[config.mk]
export PLATFORM = sky130hd
export DESIGN_NAME = updown_pwm
export DESIGN_NICKNAME = d
export VERILOG_FILES = /design/src/rtl/updown_pwm.sv
export SDC_FILE = /design/constraint.sdc
export NUM_CORES = 1
export LEC_CHECK = 0
export ABC_AREA = 1
export BUFFER_PORTS_ARGS = -buffer_cell sky130_fd_sc_hd__buf_4
export CORE_UTILIZATION = 30
export DETAILED_ROUTE_END_ITERATION = 10
export GPL_TIMING_DRIVEN = 0
export HOLD_SLACK_MARGIN = 0.08
export PLACE_DENSITY = 0.49
export SETUP_SLACK_MARGIN = 0.5
export SYNTH_ARGS = -nofsm -noshare
export SYNTH_HDL_FRONTEND = slang
export SYNTH_SLANG_ARGS = --single-unit
[constraint.sdc]
create_clock -name clk -period 4.65 [get_ports clk]
set_clock_uncertainty 0.2 [all_clocks]
set_input_delay 0.465 -clock clk [delete_from_list [all_inputs] [get_ports clk]]
set_output_delay 0.465 -clock clk [all_outputs]
set_load 0.005 [all_outputs]
[src/rtl/updown_pwm.sv]
module updown_pwm #(
  parameter int W         = 16,
  parameter int IRQ_EVERY = 2
) (
  input  logic         clk,
  input  logic         rst_n,
  input  logic         is_master,
  input  logic [W-1:0] period_in,
  input  logic [W-1:0] cmpa_in,
  input  logic [W-1:0] cmpb_in,
  input  logic [W-1:0] phase_in,
  input  logic         sync_in,
  input  logic         fault0,
  input  logic         fault1,
  input  logic         fault_force,
  input  logic         fault_clr,
  output logic         out_a,
  output logic         out_b,
  output logic         sync_out,
  output logic         irq
);
  localparam int EW = $clog2(IRQ_EVERY + 1);

  logic [W-1:0]  cnt, prd_r, ca_r, cb_r;
  logic          up, qa, qb, trip_lat, clr_pend, irq_r;
  logic [EW-1:0] ev;

  function automatic logic lvl_a(logic [W-1:0] c, logic u, logic [W-1:0] m);
    return u ? (c < m) : (c <= m);
  endfunction

  function automatic logic lvl_b(logic [W-1:0] c, logic u, logic [W-1:0] m);
    return u ? (c >= m) : (c > m);
  endfunction

  wire         at_zero = (cnt == '0);
  wire [W-1:0] prd_e   = at_zero ? period_in : prd_r;
  wire [W-1:0] ca_e    = at_zero ? cmpa_in : ca_r;
  wire [W-1:0] cb_e    = at_zero ? cmpb_in : cb_r;
  wire         load    = !is_master && sync_in;
  wire         ld_down = (phase_in >= prd_e);
  wire [W-1:0] ld_cnt  = ld_down ? prd_e : phase_in;
  wire         top     = ({1'b0, cnt} + (W+1)'(1)) >= {1'b0, prd_e};
  wire         ma      = (cnt == ca_e);
  wire         mb      = (cnt == cb_e);
  wire         trip_set = fault0 | fault1 | fault_force;

  assign out_a    = trip_lat | qa;
  assign out_b    = trip_lat | qb;
  assign sync_out = is_master ? at_zero : sync_in;
  assign irq      = irq_r;

  always_ff @(posedge clk or negedge rst_n) begin
    if (!rst_n) begin
      cnt      <= '0;
      up       <= 1'b1;
      prd_r    <= '0;
      ca_r     <= '0;
      cb_r     <= '0;
      qa       <= 1'b0;
      qb       <= 1'b0;
      ev       <= '0;
      irq_r    <= 1'b0;
      trip_lat <= 1'b0;
      clr_pend <= 1'b0;
    end else begin
      if (at_zero) begin
        prd_r <= period_in;
        ca_r  <= cmpa_in;
        cb_r  <= cmpb_in;
      end

      if (load) begin
        cnt <= ld_cnt;
        up  <= !ld_down;
        qa  <= lvl_a(ld_cnt, !ld_down, ca_e);
        qb  <= lvl_b(ld_cnt, !ld_down, cb_e);
      end else begin
        if (up) begin
          if (top) begin
            cnt <= prd_e;
            up  <= 1'b0;
          end else begin
            cnt <= cnt + W'(1);
          end
        end else if (cnt <= W'(1)) begin
          cnt <= '0;
          up  <= 1'b1;
        end else begin
          cnt <= cnt - W'(1);
        end
        if (ma) qa <= !up;
        if (mb) qb <= up;
      end

      irq_r <= 1'b0;
      if (mb && up) begin
        if (ev == EW'(IRQ_EVERY - 1)) begin
          ev    <= '0;
          irq_r <= 1'b1;
        end else begin
          ev <= ev + EW'(1);
        end
      end

      if (trip_set) begin
        trip_lat <= 1'b1;
        clr_pend <= 1'b0;
      end else if (clr_pend && at_zero) begin
        trip_lat <= 1'b0;
        clr_pend <= 1'b0;
      end else if (fault_clr && trip_lat) begin
        clr_pend <= 1'b1;
      end
    end
  end
endmodule

==> results of run 1 <==
## worst paths after layout
check | startpoint | to | slack, ps | depth (start not counted)
min in group clk | fault_force | trip_lat$_DFFE_PN0N_ | 120 | 3
setup / recovery | cnt[0]$_DFF_PN0_ | qa$_DFFE_PN0P_ | 170 | 30
setup reg to reg | cnt[0]$_DFF_PN0_ | qa$_DFFE_PN0P_ | 170 | 30
max in group asynchronous | rst_n | cnt[13]$_DFF_PN0_ | 3470 | 1
hold / removal | rst_n | ca_r[2]$_DFF_PN0_ | 80 | 1
hold reg to reg | ev[1]$_DFFE_PN0P_ | irq$_DFF_PN0_ | 220 | 1
## power by group
part           internal (mW)  switching (mW)  total [mW]
clock                  0.422           0.323       0.745
sequential             0.765          0.0707       0.836
combinational           1.20            1.62        2.82
## cells by family after synthesis
family	after synthesis	share of synthesized area, %
xor gates and xnor gates	39	5.69
buffers and inverters	143	10.1
adders and majority gates	62	12.9
AOI/OAI and AO/OA	152	16.1
DFF	72	30.0
and+or+nand+nor	322	25.2
## per-layer routing
layer | routed length (um) | share of wire (%) | GRT usage (%)
met2 | 9190 | 45 | 33.6
met5 | 0 | 0 | 0
met3 | 929 | 4.6 | 3.10
met1 | 9900 | 49 | 29.2
met4 | 199 | 0.98 | 4.42
## registers in the layout (all words and copies together) (netlist names)
| name | count |
|---|---|
| clr_pend | 1 |
| prd_r | 16 |
| qb | 1 |
| up | 1 |
| ca_r | 16 |
| trip_lat | 1 |
| cb_r | 16 |
| irq | 1 |
| cnt | 16 |
| ev | 2 |
| qa | 1 |
## worst register-to-register path, delay by kind of cell, from the launching register on
| family | cells | cell delay [ps] |
|---|---|---|
| AOI/OAI and AO/OA | 7 | 1190 |
| adders and majority gates | 3 | 670 |
| buffers and inverters | 8 | 890 |
| DFF | 1 | 370 |
| and+or+nand+nor | 12 | 1110 |
## final cells by class
type                            count  area share [%]
Buffer                             26            3.67
Clock buffer                        9            2.58
Clock inverter                      7           0.903
Inverter                          117            5.06
Multi-Input combinational cell    575            50.1
Sequential cell                    72            20.7
Tap cell                          265            3.80
Timing Repair Buffer              140            13.1
## cell usage in the layout (no fill, tap or decap), types with 4 or more instances in the layout
cell,netlist,final
o221ai_1,9,9
inv_2,9,18
clkbuf_1,6,4
nor3_1,12,4
o21ai_1,22,26
nand3_1,35,30
buf_12,0,9
nor2_4,2,9
nand4_1,11,11
clkbuf_16,0,10
o21ai_2,18,23
ha_4,0,20
nand3_2,0,5
ha_1,62,42
buf_4,6,134
or2_1,12,12
xor2_1,36,36
a21oi_2,9,7
dfrtp_1,71,65
nand2_4,2,5
buf_6,5,12
or2_4,0,5
o211ai_1,10,10
nor3_2,0,6
inv_1,106,97
a21oi_1,38,28
o21ai_0,35,16
nand2_2,5,11
nor2_2,4,14
nor2_1,62,45
or2_2,26,21
a21oi_4,0,12
dfrtp_2,0,6
nand2_1,138,129
o21ai_4,1,11
## stage by stage
stage,cells,worst slack [ps]
final,1211,175
after global routing,1211,7.29
after CTS,1196,165
after detailed placement,1130,-760
after global placement,1130,-793
after floorplan,790,474
## what timing repair did
| action | in CTS | in global routing |
|---|---|---|
| endpoints found under the setup margin | 19 | 19 |
| endpoints found under the hold margin | 0 | 0 |
| gates resized for setup | 107 | 48 |
| gates cloned | 3 | 1 |
| pin swaps | 48 | 47 |
| setup buffers | 47 | 14 |
==> metrics.txt, run 1 <==
share of cells above drive strength 1 between 30% and 40%; dpl hpwl between 10 and 15 mm; # DRC 0; crit path max-delay cell type dfrtp_2; Leak Pwr 4.43 nW; Final Critical Period about 4500 ps; io pins 76; Setup Viol. Count Final 0; Max IR drop VDD 0.000278 V; clk slew on worst S/H paths 80 ps; DR pass1 iterations 5; die area 0.0206 mm^2; die height between 100 and 150 um; drt first-iter violations 352; RSZ-0062 raised after global routing yes; CP dominant cell by count nand2_1; final net count 1,075; Setup Crit Path Kind reg2reg; area of the multi-input gates 0.00438 mm^2; relative slew slack 33.1%; Initial Util 30.8%; CTS root buf clkbuf_16; critical path's largest stage delay 370 ps; PD cells 504 mW/mm^2; syn avg cell area 7.60 um^2; post-synthesis sequential area ratio 30.0%; register area between 0.0015 and 0.002 mm^2; Placer Congestion 0.847; Fmax 223 MHz; Hold Slack approximately 76 ps; max-cap check violation count 0; Setup TNS Final 0 ps; Commonest cells post-synth 138 x nand2_1, 106 x inv_1, 71 x dfrtp_1, 62 x ha_1, 62 x nor2_1; clk_lat worst skew 360 ps; area leader, netlist dfrtp_1; Post-Route WL 20.2 mm; FP Rows 51; nature of the critical path startpoint register; Gate Count Post-Synth 790; CP endpoint kind register; vias in the first global route 5,719; Worst Tran Pin Value 1000 ps; Bufs on Longest Clock Path 2; Avg WL per Cell 16.7 um; most common cell in the synthesized netlist nand2_1; status completed; via density per instance around 4.7; YS warnings 0; post-synthesis net count 924; Post-synth EDFFs 0; H-tree depth 3; grt ovf 0; DP Area 0.00712 mm^2; Hold Vio Cnt, Final 0; TritonCTS clock tree done; first-pass GRT wire length ~32 mm; Yosys cell types 44; initial antenna violation count 0; WP buf/inv 8; die width 143 um; P&R area growth vs syn 45.3%; final cell area excluding filler cells 0.00873 mm^2; port bufs 75; TritonCTS Buffers 9; fill cell total of the finished layout between 1.5k and 2k; Top FF cell, synth dfrtp_1; mapped cell area 0.00601 mm^2; CP top delay family compound AO/OA/AOI/OAI gates; Slew Viols, Final 0; Synth Register Bits 72; Global Route Usage Sum between 20% and 30%; Core Util, Final between 40% and 50%; core area 0.0195 mm^2; Yosys top cell area share between 20% and 30%; Power Total 4.40 mW; Min-Delay Path Class in2async; ys async rst share 100%; routed via count 5,729; fin crit share 96.2%; Antenna Cells 0; CP max FO 10; Antenna Violating Nets Remaining 0; Worst EP required 4760 ps; # hold bufs at CTS 0; data arrival time of the worst path 4580 ps; largest net degree at the start of global routing 73; clk sinks 72; top post-synthesis cells by area dfrtp_1 30%, ha_1 13%, nand2_1 8.6%
No activity file was read; power rests on OpenSTA's default activity.
==> run 2, diff against run 1 <==
Settings changed: PLACE_DENSITY 0.49 to 0.47.
Clock period 4.65 ns to 5.2 ns, I/O delays scaled along.
==> run 2 against run 1 <==
Effect of this change:
- combinational power shrank 21%
- first-iteration DRC count shrank 21%
- final area is 4.2% lower
- clock-buffer cell count up 1
- register-to-register slack improved by 480 ps
- global-route usage shrank 1.1 points
- sequential power shrank 9.0%
- fmax decreased by 1.6%
- critical endpoint unchanged
- hold slack improved by 47 ps
- worst setup slack gained 480 ps
- die area did not move
- cell count is 1.7% lower
==> metrics.txt, run 2 (same netlist as run 1, synthesis figures left out) <==
Avg WL per Cell 16.4 um (-1.7%); Leak Pwr 4.26 nW (-3.9%); status completed; # hold bufs at CTS 0 (unchanged); CP top delay family compound AO/OA/AOI/OAI gates; vias in the first global route 5,204 (-9.0%); critical path's largest stage delay 390 ps (+20 ps); TritonCTS clock tree done; CTS root buf clkbuf_16; relative slew slack 35.1% (+2.0 points); initial antenna violation count 0 (unchanged); die height 143 um (unchanged); routed via count 5,532 (-3.4%); RSZ-0062 raised after global routing yes; placed cell count 1,130 (unchanged); PD cells 444 mW/mm^2 (-12%); Antenna Cells 0 (unchanged); drt first-iter violations 279 (-21%); WP buf/inv 8 (unchanged); crit path max-delay cell type dfrtp_2; Max IR drop VDD 0.000193 V (-31%); Sw Share 45.9% (+0.17 points); Setup Viol. Count Final 0 (unchanged); Seq pwr share 20.5% (+1.5 points); Fmax 220 MHz (-1.6%); first-pass GRT wire length 29.5 mm (-6.7%); TritonCTS Buffers 9 (unchanged); clock share of power 19.1% (+2.2 points); clk_lat worst skew 360 ps (about the same); clk sinks 72 (unchanged); Worst EP required 5300 ps (+540 ps); Non-Filler Instances 1,190 (-1.7%); Min-Delay Path Class in2async; Post-Route WL 19.5 mm (-3.4%); Core Util, Final 42.8% (-1.9 points); clk slew on worst S/H paths 70 ps (about the same); Placer Congestion 0.834 (-1.6%); die area 0.0206 mm^2 (unchanged); Global Route Usage Sum 19.7% (-1.1 points); P_int 2.01 mW (-16%); number of cells on the worst reg-to-reg path 28 (-6.7%); # DRC 0 (unchanged); nature of the critical path startpoint register; Setup Crit Path Kind reg2reg; Psw 1.70 mW (-15%); share of cells above drive strength 1 34.7% (-4.1 points); P&R area growth vs syn 39.2%; most common cell after layout, fill and taps aside nand2_1; final net count 1,054 (-2.0%); CP dominant cell by count nand2_1; CP endpoint kind register; Final Critical Period 4550 ps (+71.4 ps); grt ovf 0 (unchanged); io pins 76 (unchanged); Hold Vio Cnt, Final 0 (unchanged); H-tree depth 3 (unchanged); via density per instance 4.65 (-1.7%); max-cap check violation count 0 (unchanged); data arrival time of the worst path 4650 ps (+70 ps); Antenna Violating Nets Remaining 0 (unchanged); Initial Util 30.8% (unchanged); port bufs 75 (unchanged); Slew Viols, Final 0 (unchanged); most frequent cells in the layout 130 x nand2_1, 122 x buf_4, 99 x inv_1, 66 x dfrtp_1, 49 x nor2_1; die width 143 um (unchanged); Bufs on Longest Clock Path 2 (unchanged); fin crit share 87.4% (-8.8 points); DR pass1 iterations 4 (-1); Logic pwr share 60.4% (-3.7 points); CP max FO 10 (unchanged); Worst path depth 28 (-6.7%); dpl hpwl 14.9 mm (+0.38%); FP Rows 51 (unchanged); Worst Tran Pin Value 973 ps (-30.7 ps); largest net degree at the start of global routing 73 (unchanged); core area 0.0195 mm^2 (unchanged)
==> run 2: final timing paths <==
kind | end | slack [ps] | startpoint
max | qa$_DFFE_PN0P_ | 650 | cnt[0]$_DFF_PN0_
min | ca_r[3]$_DFF_PN0_ | 120 | rst_n
max reg2reg | qa$_DFFE_PN0P_ | 650 | cnt[0]$_DFF_PN0_
min reg2reg | irq$_DFF_PN0_ | 230 | ev[1]$_DFFE_PN0P_
max in group asynchronous | cnt[9]$_DFF_PN0_ | 3990 | rst_n
min in group clk | trip_lat$_DFFE_PN0N_ | 170 | fault_force
==> run 2: per-layer routing <==
metal	global-route usage (%)	wire length (um)	vias to the layer above
met5	0	0	-
met4	4.93	261	0
met3	3.57	719	18
met2	29.8	8640	110
met1	28.5	9910	2542
li1	-	-	2862
==> run 2: repair_timing <==
item                       in CTS  in global routing
buffers inserted               17                 27
pin swaps                      19                 36
hold endpoints to repair        0                  0
setup endpoints to repair      19                  4
gates resized for setup        67                118
==> run 2: power groups by stage <==
stage / combinational (mW) / sequential [mW] / clock, mW
after floorplan: 1.30 / 0.745 / 0
after global placement: 1.78 / 0.768 / 0
after detailed placement: 1.78 / 0.770 / 0
after CTS: 1.95 / 0.753 / 0.727
after global routing: 2.49 / 0.772 / 0.751
final: 2.24 / 0.761 / 0.707
==> run 2: stage by stage <==
| step | TNS [ps] | cell area [um^2] | hold WS (ps) | setup WS [ps] | total power [mW] |
|---|---|---|---|---|---|
| after global routing | 0 | 8360 | 170 | 440 | 4.01 |
| after detailed placement | -3560 | 6900 | 215 | -1160 | 2.55 |
| final | 0 | 8360 | 123 | 654 | 3.71 |
| after floorplan | 0 | 6010 | 24.4 | 570 | 2.05 |
| after global placement | -4020 | 6900 | 209 | -1210 | 2.54 |
| after CTS | 0 | 7580 | 157 | 503 | 3.43 |
==> run 2: cell type report <==
| cell class | count | area [um^2] |
|---|---|---|
| Buffer | 26 | 288 |
| Clock buffer | 10 | 239 |
| Clock inverter | 6 | 92.6 |
| Fill cell | 2041 | 11200 |
| Inverter | 117 | 453 |
| Multi-Input combinational cell | 575 | 4240 |
| Sequential cell | 72 | 1810 |
| Tap cell | 265 | 332 |
| Timing Repair Buffer | 119 | 901 |
